==> src/rtl/nvm_pkg.sv <==
`timescale 1ns/1ps
package nvm_pkg;
  typedef enum logic [1:0] {KS_WAIT_K1, KS_WAIT_K2, KS_OPEN, KS_DEAD} key_state_e;
  typedef enum logic [1:0] {OP_NONE, OP_PROG, OP_ERASE} op_e;

  localparam logic [31:0] KEY_FIRST  = 32'h4567_0123;
  localparam logic [31:0] KEY_SECOND = 32'hCDEF_89AB;

  localparam logic [1:0] SEL_KEY  = 2'd0;
  localparam logic [1:0] SEL_CTRL = 2'd1;
  localparam logic [1:0] SEL_ADDR = 2'd2;
  localparam logic [1:0] SEL_STAT = 2'd3;

  localparam int CB_PG   = 0;
  localparam int CB_PER  = 1;
  localparam int CB_STRT = 6;
  localparam int CB_LOCK = 7;
  localparam int SB_PGERR = 2;
  localparam int SB_WPERR = 4;
endpackage

==> src/rtl/nvm_key_fsm.sv <==
`timescale 1ns/1ps
module nvm_key_fsm
  import nvm_pkg::*;
(
  input  logic        clk,
  input  logic        rst_n,
  input  logic        key_we,
  input  logic [31:0] key_val,
  input  logic        relock,
  output logic        unlocked
);
  key_state_e state_q, state_n;

  always_comb begin
    state_n = state_q;
    case (state_q)
      KS_WAIT_K1: if (key_we) state_n = (key_val == KEY_FIRST)  ? KS_WAIT_K2 : KS_DEAD;
      KS_WAIT_K2: if (key_we) state_n = (key_val == KEY_SECOND) ? KS_OPEN    : KS_DEAD;
      KS_OPEN:    if (relock) state_n = KS_WAIT_K1;
      default:    state_n = KS_DEAD;
    endcase
  end

  always_ff @(posedge clk or negedge rst_n) begin
    if (!rst_n) state_q <= KS_WAIT_K1;
    else        state_q <= state_n;
  end

  assign unlocked = (state_q == KS_OPEN);

  // once the sequence is broken only reset leaves the dead state
  a_r2_dead_sticky: assert property (@(posedge clk) disable iff (!rst_n)
    state_q == KS_DEAD |=> state_q == KS_DEAD);
  // opening always follows a correct second key
  a_r1_open_after_key2: assert property (@(posedge clk) disable iff (!rst_n)
    $rose(unlocked) |-> $past(key_we && key_val == KEY_SECOND));
endmodule

==> src/rtl/nvm_busy_timer.sv <==
`timescale 1ns/1ps
module nvm_busy_timer #(
  parameter int PROG_CYC  = 8,
  parameter int ERASE_CYC = 32,
  localparam int MAXC  = (PROG_CYC > ERASE_CYC) ? PROG_CYC : ERASE_CYC,
  localparam int CNT_W = $clog2(MAXC + 1)
) (
  input  logic clk,
  input  logic rst_n,
  input  logic start_prog,
  input  logic start_erase,
  output logic busy,
  output logic done
);
  logic [CNT_W-1:0] cnt_q, cnt_n;
  logic             busy_n;

  always_comb begin
    cnt_n  = cnt_q;
    busy_n = busy;
    done   = 1'b0;
    if (busy) begin
      if (cnt_q == '0) begin
        busy_n = 1'b0;
        done   = 1'b1;
      end else begin
        cnt_n = cnt_q - 1'b1;
      end
    end else if (start_prog) begin
      busy_n = 1'b1;
      cnt_n  = CNT_W'(PROG_CYC - 1);
    end else if (start_erase) begin
      busy_n = 1'b1;
      cnt_n  = CNT_W'(ERASE_CYC - 1);
    end
  end

  always_ff @(posedge clk or negedge rst_n) begin
    if (!rst_n) begin
      busy  <= 1'b0;
      cnt_q <= '0;
    end else begin
      busy  <= busy_n;
      cnt_q <= cnt_n;
    end
  end

  // completion ends the busy window on the next cycle
  a_r6_done_drops_busy: assert property (@(posedge clk) disable iff (!rst_n)
    done |=> !busy);
  // a start while idle always raises busy
  a_r5_start_raises_busy: assert property (@(posedge clk) disable iff (!rst_n)
    (!busy && (start_prog || start_erase)) |=> busy);
endmodule

==> src/rtl/nvm_array.sv <==
`timescale 1ns/1ps
module nvm_array
  import nvm_pkg::*;
#(
  parameter int HW_PER_PAGE = 8,
  parameter int NUM_PAGES   = 4,
  localparam int DEPTH  = HW_PER_PAGE * NUM_PAGES,
  localparam int AW     = $clog2(DEPTH),
  localparam int PW     = $clog2(HW_PER_PAGE),
  localparam int PAGE_W = AW - PW
) (
  input  logic                 clk,
  input  logic                 rst_n,
  input  logic                 done,
  input  op_e                  op,
  input  logic [AW-1:0]        op_addr,
  input  logic [15:0]          op_data,
  input  logic [NUM_PAGES-1:0] wp_mask,
  input  logic [AW-1:0]        rd_addr,
  output logic [15:0]          rd_data,
  output logic                 set_pgerr,
  output logic                 set_wperr
);
  logic [15:0]          mem [DEPTH];
  logic [NUM_PAGES-1:0] page_sel;
  logic                 wp_hit, blank, do_prog, do_erase;
  logic [15:0]          cur;

  for (genvar p = 0; p < NUM_PAGES; p++) begin : g_page
    assign page_sel[p] = (op_addr[AW-1:PW] == PAGE_W'(p));
  end

  assign wp_hit    = |(page_sel & wp_mask);
  assign cur       = mem[op_addr];
  assign blank     = (cur == 16'hFFFF);
  assign set_wperr = done && (op != OP_NONE) && wp_hit;
  assign set_pgerr = done && (op == OP_PROG) && !wp_hit && !blank && (op_data != 16'h0000);
  assign do_prog   = done && (op == OP_PROG) && !wp_hit && !set_pgerr;
  assign do_erase  = done && (op == OP_ERASE) && !wp_hit;
  assign rd_data   = mem[rd_addr];

  always_ff @(posedge clk) begin
    for (int i = 0; i < DEPTH; i++) begin
      if (do_erase && page_sel[i / HW_PER_PAGE])
        mem[i] <= 16'hFFFF;
      else if (do_prog && op_addr == AW'(i))
        mem[i] <= op_data;
    end
  end

  // a protected program leaves the target word untouched
  a_r8_wp_keeps_word: assert property (@(posedge clk) disable iff (!rst_n)
    (done && op == OP_PROG && wp_hit) |=> mem[$past(op_addr)] == $past(cur));
  // a rejected overwrite leaves the target word untouched
  a_r7_pgerr_keeps_word: assert property (@(posedge clk) disable iff (!rst_n)
    set_pgerr |=> mem[$past(op_addr)] == $past(cur));
endmodule

==> src/rtl/nvm_prog_ctrl.sv <==
`timescale 1ns/1ps
module nvm_prog_ctrl
  import nvm_pkg::*;
#(
  parameter int HW_PER_PAGE = 8,
  parameter int NUM_PAGES   = 4,
  parameter int PROG_CYC    = 8,
  parameter int ERASE_CYC   = 32,
  localparam int AW = $clog2(HW_PER_PAGE * NUM_PAGES)
) (
  input  logic                 clk,
  input  logic                 rst_n,
  input  logic                 cfg_we,
  input  logic [1:0]           cfg_sel,
  input  logic [31:0]          cfg_wdata,
  input  logic                 mem_we,
  input  logic [AW-1:0]        mem_addr,
  input  logic [15:0]          mem_wdata,
  input  logic [NUM_PAGES-1:0] wp_mask,
  input  logic [AW-1:0]        rd_addr,
  output logic [15:0]          rd_data,
  output logic                 lock_o,
  output logic                 pg_o,
  output logic                 per_o,
  output logic                 busy_o,
  output logic                 pgerr_o,
  output logic                 wperr_o
);
  logic          unlocked, cfg_ok, ctrl_wr, relock, start_prog, start_erase, done;
  logic          set_pgerr, set_wperr;
  logic          pg_n, per_n, pgerr_n, wperr_n;
  logic [AW-1:0] addr_q, addr_n, op_addr_q, op_addr_n;
  logic [15:0]   op_data_q, op_data_n;
  op_e           op_q, op_n;

  assign cfg_ok      = cfg_we && unlocked && !busy_o;
  assign ctrl_wr     = cfg_ok && (cfg_sel == SEL_CTRL);
  assign relock      = ctrl_wr && cfg_wdata[CB_LOCK];
  assign start_prog  = mem_we && pg_o && !busy_o;
  assign start_erase = ctrl_wr && !cfg_wdata[CB_LOCK] && cfg_wdata[CB_STRT] && cfg_wdata[CB_PER];
  assign lock_o      = !unlocked;

  nvm_key_fsm u_key (
    .clk      (clk),
    .rst_n    (rst_n),
    .key_we   (cfg_we && cfg_sel == SEL_KEY),
    .key_val  (cfg_wdata),
    .relock   (relock),
    .unlocked (unlocked)
  );

  nvm_busy_timer #(.PROG_CYC(PROG_CYC), .ERASE_CYC(ERASE_CYC)) u_timer (
    .clk         (clk),
    .rst_n       (rst_n),
    .start_prog  (start_prog),
    .start_erase (start_erase),
    .busy        (busy_o),
    .done        (done)
  );

  nvm_array #(.HW_PER_PAGE(HW_PER_PAGE), .NUM_PAGES(NUM_PAGES)) u_array (
    .clk       (clk),
    .rst_n     (rst_n),
    .done      (done),
    .op        (op_q),
    .op_addr   (op_addr_q),
    .op_data   (op_data_q),
    .wp_mask   (wp_mask),
    .rd_addr   (rd_addr),
    .rd_data   (rd_data),
    .set_pgerr (set_pgerr),
    .set_wperr (set_wperr)
  );

  always_comb begin
    pg_n      = pg_o;
    per_n     = per_o;
    addr_n    = addr_q;
    op_n      = op_q;
    op_addr_n = op_addr_q;
    op_data_n = op_data_q;
    pgerr_n   = pgerr_o;
    wperr_n   = wperr_o;
    if (relock) begin
      pg_n  = 1'b0;
      per_n = 1'b0;
    end else if (ctrl_wr) begin
      pg_n  = cfg_wdata[CB_PG];
      per_n = cfg_wdata[CB_PER];
    end
    if (cfg_ok && cfg_sel == SEL_ADDR) addr_n = cfg_wdata[AW-1:0];
    if (start_prog) begin
      op_n      = OP_PROG;
      op_addr_n = mem_addr;
      op_data_n = mem_wdata;
    end else if (start_erase) begin
      op_n      = OP_ERASE;
      op_addr_n = addr_q;
    end else if (done) begin
      op_n = OP_NONE;
    end
    if (cfg_we && cfg_sel == SEL_STAT && cfg_wdata[SB_PGERR]) pgerr_n = 1'b0;
    if (cfg_we && cfg_sel == SEL_STAT && cfg_wdata[SB_WPERR]) wperr_n = 1'b0;
    if (set_pgerr) pgerr_n = 1'b1;
    if (set_wperr) wperr_n = 1'b1;
  end

  always_ff @(posedge clk or negedge rst_n) begin
    if (!rst_n) begin
      pg_o      <= 1'b0;
      per_o     <= 1'b0;
      addr_q    <= '0;
      op_q      <= OP_NONE;
      op_addr_q <= '0;
      op_data_q <= '0;
      pgerr_o   <= 1'b0;
      wperr_o   <= 1'b0;
    end else begin
      pg_o      <= pg_n;
      per_o     <= per_n;
      addr_q    <= addr_n;
      op_q      <= op_n;
      op_addr_q <= op_addr_n;
      op_data_q <= op_data_n;
      pgerr_o   <= pgerr_n;
      wperr_o   <= wperr_n;
    end
  end

  // a locked control register cannot raise a mode bit
  a_r4_locked_modes_low: assert property (@(posedge clk) disable iff (!rst_n)
    lock_o |-> !pg_o && !per_o);
  // control writes during busy leave the mode bits alone
  a_r4_busy_ctrl_ignored: assert property (@(posedge clk) disable iff (!rst_n)
    busy_o |=> $stable(pg_o) && $stable(per_o));
  // error flags fall only through a status write of 1
  a_r9_pgerr_sticky: assert property (@(posedge clk) disable iff (!rst_n)
    (pgerr_o && !(cfg_we && cfg_sel == SEL_STAT && cfg_wdata[SB_PGERR])) |=> pgerr_o);
  a_r9_wperr_sticky: assert property (@(posedge clk) disable iff (!rst_n)
    (wperr_o && !(cfg_we && cfg_sel == SEL_STAT && cfg_wdata[SB_WPERR])) |=> wperr_o);
  // a memory write without PG starts nothing
  a_r10_no_pg_no_op: assert property (@(posedge clk) disable iff (!rst_n)
    (mem_we && !pg_o && !busy_o && !cfg_we) |=> !busy_o);
endmodule

==> config.mk <==
export PLATFORM = sky130hd
export DESIGN_NAME = nvm_prog_ctrl
export DESIGN_NICKNAME = d
export VERILOG_FILES = /design/src/rtl/nvm_pkg.sv /design/src/rtl/nvm_key_fsm.sv /design/src/rtl/nvm_busy_timer.sv /design/src/rtl/nvm_array.sv /design/src/rtl/nvm_prog_ctrl.sv
export SDC_FILE = /design/constraint.sdc
export NUM_CORES = 1
export LEC_CHECK = 0
export BUFFER_PORTS_ARGS = -buffer_cell sky130_fd_sc_hd__buf_2
export CAP_MARGIN = 10
export CORE_MARGIN = 4
export CORE_UTILIZATION = 23
export DETAILED_ROUTE_END_ITERATION = 6
export PLACE_DENSITY = 0.44
export SYNTH_ARGS = -nofsm -noshare
export SYNTH_HDL_FRONTEND = slang
export SYNTH_HIERARCHICAL = 1
export SYNTH_SLANG_ARGS = --single-unit
==> constraint.sdc <==
create_clock -name clk -period 4.95 [get_ports clk]
set_clock_uncertainty 0.2 [all_clocks]
set_input_delay 0.99 -clock clk [delete_from_list [all_inputs] [get_ports clk]]
set_output_delay 0.99 -clock clk [all_outputs]
set_load 0.03 [all_outputs]
======== After elaboration in Yosys (flattened, before gate mapping) ========
Memory sizes are Yosys's and may differ from the RTL's.
Index checks and enable logic that the tools add are counted.
word-level totals
  bits in writable memories ............... 512
  word-level logic and storage cells ...... 436
  bits in registers ....................... 41
  bits of input ports ..................... 68
  memories kept ........................... 1
  output and inout port bits .............. 22
memories
  name         words  width  rd ports  clocked after Yosys merged registers in  wr ports  line             source
  u_array.mem  32     16     2         0                                        8         nvm_array.sv:24  logic [15:0] mem [DEPTH];
operators by class
  equal/unequal tests ..................... 48
  mux-type cells .......................... 237
  reductions and logical operators ........ 105
  bitwise operators ....................... 33
  $add $sub $neg .......................... 1
operators with widths
  operator                                                            count
  16-bit 2-to-1 mux                                                   56
  16-bit OR reduction                                                 24
  1-bit 2-to-1 mux                                                    143
  5-bit 2-to-1 mux                                                    26
  5-bit == test (second input constant)                               16
  1-bit logical AND                                                   59
  5-bit by 4-bit == test with 1-bit output (second input constant)    8
  32-bit by 31-bit == test with 1-bit output (second input constant)  1
  32-bit == test (second input constant)                              1
  1-bit bitwise OR                                                    32
  6-bit 2-to-1 mux                                                    4
  5-bit by 3-bit == test with 1-bit output (second input constant)    4
  16-bit == test (second input constant)                              1
  16-bit nonzero test                                                 1
  2-bit 2-to-1 mux                                                    7
  2-bit == test (second input constant)                               6
  5-bit by 2-bit == test with 1-bit output (second input constant)    2
  2-bit nonzero test                                                  5
  2-bit by 1-bit == test with 1-bit output (second input constant)    4
  1-bit zero test                                                     6
  2-bit zero test                                                     3
  6-bit zero test                                                     1
  2-bit by 1-bit != test with 1-bit output (second input constant)    3
  2-bit one-hot mux with 3 select lines                               1
  other kinds (9)                                                     10

======== Depth between registers and ports, before layout ========
Gate-level depths: netlist (run 1).
  depth after elaboration ................. 18
  mapped depth ............................ 13
  depth with buffers taken out ............ 10

======== Modules after synthesis ========
The synthesis (run 1) kept the hierarchy.
by module, submodules not included
  module          cells an instance  instances  area each (um^2)  sequential area each (um^2)
  nvm_array       1,908              1          26,990.9          15,374.7
  nvm_prog_ctrl   136                1          1,380.1           800.8
  nvm_busy_timer  40                 1          411.6             175.2
  nvm_key_fsm     25                 1          216.5             50.0

======== Worst setup path after synthesis (run 1) ========
Ideal clock, no wire load.
  path type ............................... input-to-reg
  from .................................... input wp_mask[3]
  to ...................................... memory u_array.mem[16][0], enable pin
  arrival time ............................ 4.129 ns
  data required time ...................... 4.336 ns
  stages .................................. 10
  library setup time ...................... 0.414 ns
  path buffers ............................ 3
  path slack .............................. 0.206 ns
  cells stage by stage .................... mux4_2 -> nand2b_1 -> nor3b_1 -> buf_2 -> nand4b_1 -> o32a_1 -> and2_1 -> buf_6 -> buf_6 -> o31ai_1
RTL lines
  element      line                 source
  from (decl)  nvm_prog_ctrl.sv:19  input logic [NUM_PAGES-1:0] wp_mask,
  to (decl)    nvm_array.sv:24

======== Worst setup path in the final report (run 1) ========
  from .................................... input rd_addr[0]
  to ...................................... output rd_data[4]
on the way
  cells in the longest elaborated chain, start to end .. 1
RTL lines
  element             line                 source
  from (decl)         nvm_prog_ctrl.sv:20  input logic [AW-1:0] rd_addr,
  memory 32 x 16 bit  -
  to (decl)           nvm_prog_ctrl.sv:21  output logic [15:0] rd_data,
No other way between the ends.

==> reports/results.md, run 1 <==
| Step | Result | Reported |
|:---|:---|:---|
| status | Run status | completed |
| grt | Wire length of the first global-routing pass | 156 mm |
| floorplanning | Row Count | 130 |
| grt | Pin count of the biggest net entering global routing | 131 |
| clocking | Number of buffers inserted during clock tree synthesis | 58 |
| power and ir drop | Portion of total power attributed to combinational logic | 0.311 |
| power and ir drop | Leakage power | 11.5 nW |
| setup path | Cell type of the slowest stage on the worst timing path | sky130_fd_sc_hd__mux4_2 |
| setup path | Required time of the critical path | 3.76 ns |
| cells and area | Layout area overhead | 18.1% |
| floorplanning | Top Ports | 90 |
| setup path | Most common cell type on the critical path | sky130_fd_sc_hd__mux4_2 |
| placement | Post-placement cell count | 3755 |
| floorplanning | Initial Util | 0.231 |
| clocking | Count of H-tree levels built during CTS | 2 |
| timing | Min Clock Period, post-route | 4.45 ns |
| setup path | Crit path cell chain | buf_8 -> buf_12 -> mux4_2 -> mux4_2 -> mux2_2 -> buf_2 |
| timing | Post-route clock period utilization | 0.898 |
| synthesis | Count of flip-flops with a built-in enable after synthesis | 512 |
| synthesis | Count of cell types in the netlist | 75 |
| synthesis | Synth Register Bits | 553 |
| clocking | Clock latency at the later pin of the worst-skew pair | 0.63 ns |
| synthesis | Number of warnings printed during yosys synthesis | 6 |
| timing | Accumulated negative setup slack | 0 ns |
| placement | Total half-perimeter wirelength after legalization and detailed placement | 72.0 mm |
| clocking | Post-CTS clock slew at the launch and capture registers of the worst setup and hold paths | 0.06 ns |
| floorplanning | Standard cell core area | 0.125 sq mm |
| clocking | Number of clock sinks | 553 |
| placement | Placer Congestion | 0.851 |
| power and ir drop | Largest vdd supply drop | 0.313 mV |
| grt | Antenna violations before repair | 2 |
| setup path | Largest delay contributor family on the critical path | multiplexers |
| timing | Maximum achievable frequency | 225 MHz |
| timing | Slew margin rel. | 0.207 |
| timing | Final setup violating endpoints | 0 |
| cells and area | Post-route core utilization | 0.273 |
| floorplanning | Die outline area | 0.132 sq mm |
| cells and area | Fraction of final layout cells with drive strength greater than 1 | 0.287 |
| detailed routing | 1st-pass router iterations | 7 |
| setup path | Start point of the critical path | rd_addr[0] |
| detailed routing | Antenna-violating nets left | 0 |
| detailed routing | Starting DRT DRC Count | 2003 |
| timing | Setup repair after global routing missed its margin | no |
| detailed routing | Wire length reported by the detailed router | 109 mm |
| setup path | Delay of the slowest cell on the worst path | 0.55 ns |
| power and ir drop | P per Cell Area | 421 mW/mm^2 |
| power and ir drop | Switching Power | 5.71 mW |
| setup path | R2r endpoint | u_array/mem[23][1] |
| cells and area | Most frequent cells in the layout | 512 x sky130_fd_sc_hd__edfxtp_1, 339 x sky130_fd_sc_hd__nand3_1, 237 x sky130_fd_sc_hd__mux4_2 |
| setup path | Total number of cells along the worst setup path | 6 |
| setup path | Arr. time, crit path | 3.26 ns |
| floorplanning | Die X | 363 um |
| synthesis | Share of flip-flops with an asynchronous set or reset | 0.0741 |
| synthesis | Sequential cell area fraction in the yosys report | 0.566 |
| detailed routing | Via-to-Cell Ratio | 5.30 |
| detailed routing | DRC errors left | 0 |
| clocking | CTS root buf | sky130_fd_sc_hd__clkbuf_16 |
| clocking | Number of buffers inserted by hold repair at cts | 0 |
| detailed routing | Via Count | 20500 |
| synthesis | Synth Instances | 2109 |
| hold path | Hold/Removal Path Class | reg2reg |
| synthesis | Post-Syn Nets | 2179 |
| setup path | Cell depth of the worst flop-to-flop path | 12 |
| power and ir drop | Switching part of the total power | 0.396 |
| synthesis | Netlist Area Pre-Place | 0.0290 sq mm |
| setup path | Minimum setup slack among reg-to-reg paths | 0.59 ns |
| setup path | Type of origin of the critical path | input pin |
| timing | Total count of max-transition violations in the final report | 0 |
| setup path | Endpoint of the worst setup timing path | rd_data[4] |
| detailed routing | Wire per inst | 28.2 um |
| timing | Transition time of the tightest slew-check pin | 1.19 ns |
| synthesis | Mapped Avg Cell Area | 13.8 sq um |
| setup path | Crit path capture type | output pin |
| grt | Residual overflow from global routing | 0 |
| cells and area | Leading cell type in the layout, fill and taps excluded | sky130_fd_sc_hd__edfxtp_1 |
| setup path | Launch point of the worst reg-to-reg path | op_addr_q[1] |
| setup path | Number of buffer and inverter instances along the worst setup path | 3 |
| setup path | Largest fanout on the critical path | 24 |
| timing | Final hold violation count | 0 |
| floorplanning | Die height | 363 um |
| cells and area | Total number of nets in the final design | 2235 |
| placement | Count of buffers inserted at the top-level ports | 89 |
| clocking | TritonCTS clock tree | yes |
| setup path | CP Class | in2out |
| grt | Number of global-route vias before repair | 21200 |
| job | Max Cap Violations | 0 |
| synthesis | Top_reg_cell synth | sky130_fd_sc_hd__edfxtp_1 |
| hold path | Hold Path Origin | wperr_o |
| power and ir drop | Clock share of power | 0.294 |
| clocking | Post-cts repair resize count | 0 |
| power and ir drop | Cell internal power dissipation | 8.71 mW |
| clocking | Maximum clock path buffer count | 3 |
| power and ir drop | Sequential power share | 0.394 |
| grt | Total Routing Usage GR | 0.161 |
| cells and area | Fin cells | 3861 |
| clocking | Setup bufs post-CTS | 0 |
-- routing by layer --
layer / wire length [um] / up-vias / GRT usage
met1: 43400 / 10800 / 0.207
met5: 0 / - / 0
met4: 4140 / 0 / 0.0568
li1: - / 8592 / -
met2: 53800 / 931 / 0.278
met3: 7370 / 204 / 0.0242
-- cells in the mapped netlist (13+ instances only) --
cell	n	area share
sky130_fd_sc_hd__nor3_1	35	0.0060
sky130_fd_sc_hd__buf_4	13	0.0034
sky130_fd_sc_hd__a22oi_1	33	0.0085
sky130_fd_sc_hd__nand4_1	148	0.032
sky130_fd_sc_hd__buf_6	13	0.0050
sky130_fd_sc_hd__mux4_2	237	0.18
sky130_fd_sc_hd__edfxtp_1	512	0.53
sky130_fd_sc_hd__buf_2	73	0.013
sky130_fd_sc_hd__o31ai_1	32	0.0083
sky130_fd_sc_hd__mux2_2	24	0.0093
sky130_fd_sc_hd__clkbuf_1	103	0.013
sky130_fd_sc_hd__mux2i_1	16	0.0055
sky130_fd_sc_hd__nand2b_1	28	0.0060
sky130_fd_sc_hd__nand2_1	199	0.026
sky130_fd_sc_hd__nand3_1	339	0.059
sky130_fd_sc_hd__buf_1	32	0.0041
sky130_fd_sc_hd__nor2_1	69	0.0089
sky130_fd_sc_hd__dfrtp_1	41	0.035
sky130_fd_sc_hd__nor2b_1	31	0.0067
-- worst min-delay path by stage --
stage / endpoint / depth (start not counted)
floorplan: addr_q[0] / 1
global placement: pgerr_o / 1
detailed placement: pgerr_o / 1
CTS: wperr_o / 1
global route: wperr_o / 1
finish: wperr_o / 1
-- cell families (layout without fill, tap and decap cells) --
family | count (synthesis) | after routing | synth area share
AOI/OAI and AO/OA | 131 | 131 | 0.0342
other | 0 | 2 | 0
adders and majority gates | 2 | 2 | 0.000863
buffers and inverters | 241 | 341 | 0.0398
muxes | 277 | 277 | 0.199
and+or+nand+nor | 905 | 905 | 0.161
DFF | 553 | 553 | 0.566
-- sequential cells by signal, summed over array words and instances, names as in the netlist, 2 cells and up --
| register | count |
|---|---|
| op_data_q | 16 |
| op_q | 2 |
| addr_q | 5 |
| u_key/state_q | 2 |
| u_timer/cnt_q | 6 |
| op_addr_q | 5 |
| u_array/mem | 512 |
-- final cells by class --
type	count	area, sq um
Fill cell	12700	91200
Sequential cell	553	16400
Multi-Input combinational cell	1315	12000
Tap cell	1650	2060
Timing Repair Buffer	231	1990
Clock buffer	70	1560
Clock inverter	34	236
Inverter	6	22.5
Antenna cell	2	5.00
-- through the flow --
stage	area, sq um	worst slack [ns]	hold slack [ns]	total power, mW
finish	34300	0.504	0.279	14.4
global route	34300	0.437	0.298	14.9
CTS	34200	0.495	0.286	14.5
detailed placement	32500	0.492	0.272	10.2
global placement	32500	0.526	0.266	10.2
floorplan	29000	0.206	0.280	8.14
-- power groups by stage --
stage / clock network [mW] / logic, mW / registers (mW)
2_1_floorplan: 0 / 2.70 / 5.44
3_3_place_gp: 0 / 4.40 / 5.79
3_5_place_dp: 0 / 4.45 / 5.80
4_1_cts: 4.35 / 4.46 / 5.70
5_1_grt: 4.54 / 4.70 / 5.70
6_report: 4.24 / 4.49 / 5.69
Power figures use the tool's default switching activity.
==> inputs of run 2 (changes only) <==
--- a/config.mk
+++ b/config.mk
@@ -8,9 +8,9 @@
 export BUFFER_PORTS_ARGS = -buffer_cell sky130_fd_sc_hd__buf_2
 export CAP_MARGIN = 10
 export CORE_MARGIN = 4
-export CORE_UTILIZATION = 23
+export CORE_UTILIZATION = 40
 export DETAILED_ROUTE_END_ITERATION = 6
-export PLACE_DENSITY = 0.44
+export PLACE_DENSITY = 0.62
 export SYNTH_ARGS = -nofsm -noshare
 export SYNTH_HDL_FRONTEND = slang
 export SYNTH_HIERARCHICAL = 1
==> run 2 against run 1 <==
Compared with the run above: cell count is 18% lower; sequential share of layout area is 1.3 points higher; cell area is 2.6% lower; die area is 42% lower; first-iteration DRC count is 22% higher; via count is 2.0% higher; global-route usage is 8.5 points higher; register-to-register slack worse by 0.21 ns; sequential cell count stayed put; critical endpoint is now u_array/mem[0][0]; largest cell class unchanged; highest routed layer unchanged.
==> reports/results.md, run 2 (same netlist as run 1, synthesis figures left out) <==
| Step | Result | Reported | Delta |
|:---|:---|:---|:---|
| cells and area | Total number of nets in the final design | 2226 | -0.40% |
| detailed routing | 1st-pass router iterations | 6 | -1 |
| setup path | Largest fanout on the critical path | 47 | +96% |
| timing | Final hold violation count | 0 | unchanged |
| cells and area | Largest register FFs | 512 | unchanged |
| clocking | Number of clock sinks | 553 | unchanged |
| timing | Final setup violating endpoints | 0 | unchanged |
| floorplanning | Die X | 277 um | -24% |
| detailed routing | Wire per inst | 30.6 um | +8.8% |
| hold path | Hold/Removal Path Class | reg2reg |  |
| timing | Total count of max-transition violations in the final report | 0 | unchanged |
| setup path | Most common cell type on the critical path | sky130_fd_sc_hd__buf_4 |  |
| clocking | Maximum clock path buffer count | 3 | unchanged |
| cells and area | Layout area overhead | 15.1% |  |
| clocking | Setup bufs post-CTS | 0 | unchanged |
| floorplanning | Die outline area | 0.0769 sq mm | -42% |
| detailed routing | Starting DRT DRC Count | 2437 | +22% |
| clocking | Post-CTS clock slew at the launch and capture registers of the worst setup and hold paths | 0.06 ns | about the same |
| detailed routing | Via Count | 20900 | +2.0% |
| setup path | Type of origin of the critical path | register |  |
| clocking | Post-cts repair resize count | 0 | unchanged |
| grt | Antenna violations before repair | 2 | unchanged |
| detailed routing | Antenna-violating nets left | 0 | unchanged |
| cells and area | Total non-filler cell area in the finished layout | 0.0334 sq mm | -2.6% |
| setup path | Cell type of the slowest stage on the worst timing path | sky130_fd_sc_hd__dfrtp_4 |  |
| timing | Setup repair after global routing missed its margin | no |  |
| cells and area | Fill cell count | 6234 | -51% |
| placement | Cell area reported after detailed placement | 0.0316 sq mm | -2.7% |
| setup path | Crit path cell chain | buf_4 -> buf_4 -> mux4_2 -> a22oi_1 -> nand2_1 -> o21ai_0 -> a2111oi_2 -> buf_4 -> nand3_2 -> and2_2 -> buf_4 -> o31ai_4 -> buf_4 |  |
| clocking | CTS root buf | sky130_fd_sc_hd__clkbuf_16 |  |
| power and ir drop | Largest vdd supply drop | 0.324 mV | +3.8% |
| timing | Maximum achievable frequency | 219 MHz | -2.8% |
| setup path | CP Class | reg2reg |  |
| floorplanning | Row Count | 98 | -25% |
| setup path | Arr. time, crit path | 4.68 ns | +1.42 ns |
| detailed routing | Via-to-Cell Ratio | 6.63 | +25% |
| floorplanning | Standard cell core area | 0.0717 sq mm | -43% |
| timing | Post-route clock period utilization | 0.924 | +0.0261 |
| setup path | Start point of the critical path | op_addr_q[1] |  |
| cells and area | Leading cell type in the layout, fill and taps excluded | sky130_fd_sc_hd__edfxtp_1 |  |
| floorplanning | Initial Util | 0.404 | +0.173 |
| cells and area | Most frequent cells in the layout | 512 x sky130_fd_sc_hd__edfxtp_1, 339 x sky130_fd_sc_hd__nand3_1, 237 x sky130_fd_sc_hd__mux4_2 |  |
| status | Run status | completed |  |
| placement | Total half-perimeter wirelength after legalization and detailed placement | 62.1 mm | -14% |
| power and ir drop | P per Cell Area | 425 mW/mm^2 | +1.0% |
| timing | Transition time of the tightest slew-check pin | 1.07 ns | -0.117 ns |
| grt | Number of global-route vias before repair | 20900 | -1.3% |
| setup path | Delay of the slowest cell on the worst path | 0.88 ns | +0.33 ns |
| floorplanning | Top Ports | 90 | unchanged |
| hold path | Hold Path Origin | pgerr_o |  |
| floorplanning | Die height | 277 um | -24% |
| clocking | TritonCTS clock tree | yes |  |
| clocking | Clock latency at the later pin of the worst-skew pair | 0.63 ns | about the same |
| job | Max Cap Violations | 0 | unchanged |
| grt | Residual overflow from global routing | 0 | unchanged |
| power and ir drop | Leakage power | 11.5 nW | -0.47% |
| timing | Slew margin rel. | 0.285 | +0.0782 |
| setup path | Launch point of the worst reg-to-reg path | op_addr_q[1] |  |
| detailed routing | Wire length reported by the detailed router | 96.6 mm | -11% |
| cells and area | Register with the most flip-flops | u_array/mem |  |
| detailed routing | DRC errors left | 0 | unchanged |
| setup path | Crit path capture type | register |  |
| clocking | Number of buffers inserted by hold repair at cts | 0 | unchanged |
| placement | Placer Congestion | 0.895 | +5.1% |
| placement | Count of buffers inserted at the top-level ports | 89 | unchanged |
| setup path | Required time of the critical path | 5.06 ns | +1.30 ns |
| cells and area | Fraction of final layout cells with drive strength greater than 1 | 0.285 | -0.00259 |
| grt | Total Routing Usage GR | 0.246 | +0.0846 |
| clocking | Count of H-tree levels built during CTS | 2 | unchanged |
| grt | Wire length of the first global-routing pass | 142 mm | -9.0% |
| clocking | Number of buffers inserted during clock tree synthesis | 56 | -3.4% |
| timing | Accumulated negative setup slack | 0 ns | unchanged |
| timing | Final-layout worst hold slack | 0.272 ns | -0.00687 ns |
| timing | Min Clock Period, post-route | 4.57 ns | +0.129 ns |
| grt | Pin count of the biggest net entering global routing | 127 | -3.1% |
| cells and area | Regs by FF count | u_array/mem (512), op_data_q (16), u_timer/cnt_q (6) |  |
-- run 2: changes by cell type in the layout (fill, tap and decap cells not counted), sizes merged --
cell,change
buf,-8
inv,+2
clkinv,-8
clkinvlp,+1
clkbuf,+5
-- run 2: per-stage QoR --
stage	total power, mW	utilization	instances	worst slack (ns)
CTS	14.1	0.465	3151	0.419
global route	14.6	0.465	3151	0.245
finish	14.2	0.465	3153	0.375
global placement	9.99	0.440	3048	0.403
detailed placement	10.0	0.440	3048	0.345
floorplan	8.14	-	2109	0.206
-- run 2: power by group --
part	leakage [nW]	internal, mW	switching, mW
Clock	0.866	2.32	1.84
Combinational	4.03	1.15	3.17
Sequential	6.58	5.17	0.534
-- run 2: layout make-up --
| type | instances | area (sq um) | area share |
|---|---|---|---|
| antenna | 2 | 5.00 | 0.000150 |
| clock buffer | 74 | 1520 | 0.0456 |
| clock inverter | 29 | 254 | 0.00761 |
| inverter | 6 | 22.5 | 0.000675 |
| multi-input combinational | 1315 | 12000 | 0.359 |
| sequential | 553 | 16400 | 0.492 |
| tap | 950 | 1190 | 0.0356 |
| timing repair buffer | 224 | 2000 | 0.0599 |
-- run 2: worst max-delay path: cells and delay by family, from the launching register on --
| family | cells | cell delay, ns |
|---|---|---|
| AOI/OAI and AO/OA | 4 | 0.79 |
| buffers and inverters | 5 | 1.51 |
| DFF | 1 | 0.88 |
| muxes | 1 | 0.26 |
| and+or+nand+nor | 3 | 0.53 |
-- run 2: final timing paths --
kind                                          end  slack, ns  cells after the start
worst max-delay path            u_array/mem[0][0]       0.38                     13
worst min-delay path                      pgerr_o       0.27                      1
worst max register to register  u_array/mem[0][0]       0.38                     13
worst min register to register            pgerr_o       0.27                      1
max in group asynchronous            op_addr_q[1]       3.55                      1
min in group asynchronous            op_data_q[1]       0.31                      1
-- run 2: metal layers --
| metal | up-vias | wire length [um] | global-route usage |
|---|---|---|---|
| met5 | - | 0 | 0 |
| met4 | 0 | 5470 | 0.116 |
| met3 | 278 | 10700 | 0.0497 |
| met2 | 1391 | 45500 | 0.396 |
| met1 | 10600 | 34800 | 0.322 |
| li1 | 8579 | - | - |
==> inputs of run 3 (changes only) <==
--- a/config.mk
+++ b/config.mk
@@ -9,8 +9,9 @@
 export CAP_MARGIN = 10
 export CORE_MARGIN = 4
 export CORE_UTILIZATION = 40
+export CTS_BUF_LIST = sky130_fd_sc_hd__clkbuf_2 sky130_fd_sc_hd__clkbuf_4 sky130_fd_sc_hd__clkbuf_8
 export DETAILED_ROUTE_END_ITERATION = 6
-export PLACE_DENSITY = 0.62
+export PLACE_DENSITY_LB_ADDON = 0.12
 export SYNTH_ARGS = -nofsm -noshare
 export SYNTH_HDL_FRONTEND = slang
 export SYNTH_HIERARCHICAL = 1
==> run 3 against run 2 <==
Compared with the run above: highest routed layer is now met5; total power grew 2.6%; critical path type is now in2out; largest cell class unchanged; cell area up 0.86%; clock power is 8.4% higher.
==> reports/results.md, run 3 (same netlist as run 1, synthesis figures left out) <==
| Step | Result | Reported | Delta |
|:---|:---|:---|:---|
| status | Run status | completed |  |
| floorplanning | Die height | 277 um | unchanged |
| detailed routing | Antenna-violating nets left | 0 | unchanged |
| cells and area | Layout area overhead | 16.0% |  |
| floorplanning | Initial Util | 0.404 | unchanged |
| clocking | Number of buffers inserted by hold repair at cts | 0 | unchanged |
| detailed routing | Wire length reported by the detailed router | 101 mm | +4.6% |
| timing | Slew margin rel. | 0.207 | -0.0783 |
| cells and area | Register with the most flip-flops | u_array/mem |  |
| hold path | Number of instances on the worst hold path | 1 | unchanged |
| detailed routing | 1st-pass router iterations | 5 | -1 |
| floorplanning | Die outline area | 0.0769 sq mm | unchanged |
| clocking | Post-CTS clock slew at the launch and capture registers of the worst setup and hold paths | 0.05 ns | about the same |
| timing | Accumulated negative setup slack | 0 ns | unchanged |
| cells and area | Fraction of final layout cells with drive strength greater than 1 | 0.307 | +0.0219 |
| grt | Number of global-route vias before repair | 21300 | +1.8% |
| placement | Count of buffers inserted at the top-level ports | 89 | unchanged |
| floorplanning | Row Count | 98 | unchanged |
| floorplanning | Top Ports | 90 | unchanged |
| cells and area | Largest register FFs | 512 | unchanged |
| floorplanning | Standard cell core area | 0.0717 sq mm | unchanged |
| grt | Residual overflow from global routing | 0 | unchanged |
| placement | Placer Congestion | 0.858 | -4.1% |
| clocking | CTS root buf | sky130_fd_sc_hd__clkbuf_8 |  |
| setup path | Crit path capture type | output pin |  |
| cells and area | Total number of nets in the final design | 2264 | +1.7% |
| timing | Min Clock Period, post-route | 4.49 ns | -0.0819 ns |
| clocking | Setup bufs post-CTS | 0 | unchanged |
| timing | Final hold violation count | 0 | unchanged |
| power and ir drop | Largest vdd supply drop | 0.365 mV | +13% |
| power and ir drop | P per Cell Area | 433 mW/mm^2 | +1.8% |
| clocking | Number of buffers inserted during clock tree synthesis | 95 | +70% |
| hold path | Hold-critical path endpoint | wperr_o |  |
| grt | Total Routing Usage GR | 0.261 | +0.0149 |
| cells and area | Regs by FF count | u_array/mem (512), op_data_q (16), u_timer/cnt_q (6) |  |
| setup path | Minimum setup slack among reg-to-reg paths | 0.48 ns | +0.10 ns |
| detailed routing | Via Count | 20700 | -0.73% |
| grt | Antenna violations before repair | 4 | +2 |
| clocking | Count of H-tree levels built during CTS | 3 | +1 |
| clocking | Clock latency at the later pin of the worst-skew pair | 0.70 ns | +0.07 ns |
| placement | Total half-perimeter wirelength after legalization and detailed placement | 65.5 mm | +5.4% |
| setup path | Arr. time, crit path | 3.30 ns | -1.38 ns |
| setup path | Launch point of the worst reg-to-reg path | op_addr_q[0] |  |
| timing | Total count of max-transition violations in the final report | 0 | unchanged |
| timing | Transition time of the tightest slew-check pin | 1.18 ns | +0.107 ns |
| power and ir drop | Leakage power | 11.7 nW | +1.6% |
| hold path | Hold/Removal Path Class | reg2reg |  |
| cells and area | Most frequent cells in the layout | 512 x sky130_fd_sc_hd__edfxtp_1, 339 x sky130_fd_sc_hd__nand3_1, 237 x sky130_fd_sc_hd__mux4_2 |  |
| cells and area | Total non-filler cell area in the finished layout | 0.0336 sq mm | +0.86% |
| setup path | Cell depth of the worst flop-to-flop path | 11 | -2 |
| clocking | TritonCTS clock tree | yes |  |
| clocking | Post-cts repair resize count | 0 | unchanged |
| timing | Final setup violating endpoints | 0 | unchanged |
| placement | Cell area reported after detailed placement | 0.0316 sq mm | about the same |
| detailed routing | Wire per inst | 31.4 um | +2.4% |
| clocking | Maximum clock path buffer count | 3 | unchanged |
| setup path | CP Class | in2out |  |
| detailed routing | Via-to-Cell Ratio | 6.44 | -2.8% |
| floorplanning | Die X | 277 um | unchanged |
| setup path | Required time of the critical path | 3.76 ns | -1.30 ns |
| timing | Setup repair after global routing missed its margin | no |  |
| detailed routing | Starting DRT DRC Count | 2483 | +1.9% |
| setup path | Largest fanout on the critical path | 38 | -19% |
| job | Max Cap Violations | 0 | unchanged |
| timing | Post-route clock period utilization | 0.908 | -0.0166 |
| cells and area | Leading cell type in the layout, fill and taps excluded | sky130_fd_sc_hd__edfxtp_1 |  |
| setup path | R2r endpoint | u_array/mem[7][6] |  |
| grt | Pin count of the biggest net entering global routing | 131 | +3.1% |
| setup path | Type of origin of the critical path | input pin |  |
| detailed routing | DRC errors left | 0 | unchanged |
| timing | Maximum achievable frequency | 223 MHz | +1.8% |
| grt | Wire length of the first global-routing pass | 148 mm | +4.6% |
| clocking | Number of clock sinks | 553 | unchanged |
| hold path | Hold Path Origin | wperr_o |  |
==> run 3: changes by cell type in the layout (fill, tap and decap cells not counted), moves of 2 or more <==
cell                         before  now
sky130_fd_sc_hd__bufinv_16        3   10
sky130_fd_sc_hd__clkbuf_4         0   25
sky130_fd_sc_hd__clkbuf_1        14    0
sky130_fd_sc_hd__clkinv_1         9   23
sky130_fd_sc_hd__clkbuf_16       57    0
sky130_fd_sc_hd__clkbuf_8         4  100
sky130_fd_sc_hd__buf_12          42   45
sky130_fd_sc_hd__clkinvlp_4       2    5
sky130_fd_sc_hd__buf_4           93   89
sky130_fd_sc_hd__clkinv_2        10    8
==> run 3: critical path: stages <==
cell and delay (ns):
sky130_fd_sc_hd__clkbuf_8 0.30, sky130_fd_sc_hd__buf_12 0.34, sky130_fd_sc_hd__mux4_2 0.56, sky130_fd_sc_hd__mux4_2 0.54
sky130_fd_sc_hd__mux2_2 0.32, sky130_fd_sc_hd__buf_2 0.19
==> run 3: routing by layer <==
layer / wire length (um) / share of wire / vias to the layer above / global-route usage
met3: 8370 / 0.083 / 146 / 0.0518
met2: 48600 / 0.48 / 1011 / 0.424
met1: 41200 / 0.41 / 10900 / 0.356
li1: - / - / 8690 / -
met5: 39 / 0.00039 / - / 0
met4: 2840 / 0.028 / 6 / 0.0819
==> run 3: layout make-up <==
type                       instances  area, sq um
fill                            6344        38100
sequential                       553        16400
multi-input combinational       1315        12000
timing repair buffer             223         2030
clock buffer                     124         1550
tap                              950         1190
clock inverter                    48          482
inverter                           6         22.5
antenna                            1         2.50
==> run 3: per-stage QoR <==
stage	std cells	worst slack [ns]	power (mW)	util	hold slack, ns
floorplan	2109	0.206	8.14	-	0.280
global placement	3047	0.478	10.1	0.441	0.262
detailed placement	3047	0.451	10.1	0.441	0.263
CTS	3219	0.451	14.6	0.469	0.232
global route	3220	0.361	15.1	0.469	0.268
finish	3220	0.457	14.6	0.469	0.274
==> run 3: worst max-delay path by stage <==
stage                           to    startpoint  slack, ns
6_report                rd_data[8]    rd_addr[0]       0.46
5_1_grt        u_array/mem[20][13]  op_addr_q[0]       0.36
4_1_cts                 rd_data[8]    rd_addr[0]       0.45
3_5_place_dp            rd_data[8]    rd_addr[0]       0.45
3_3_place_gp           rd_data[15]    rd_addr[0]       0.48
2_1_floorplan   u_array/mem[16][0]    wp_mask[3]       0.21
==> run 3: power breakdown <==
group	internal (mW)	switching, mW
combinational	1.16	3.26
sequential	5.18	0.446
clock	2.57	1.95
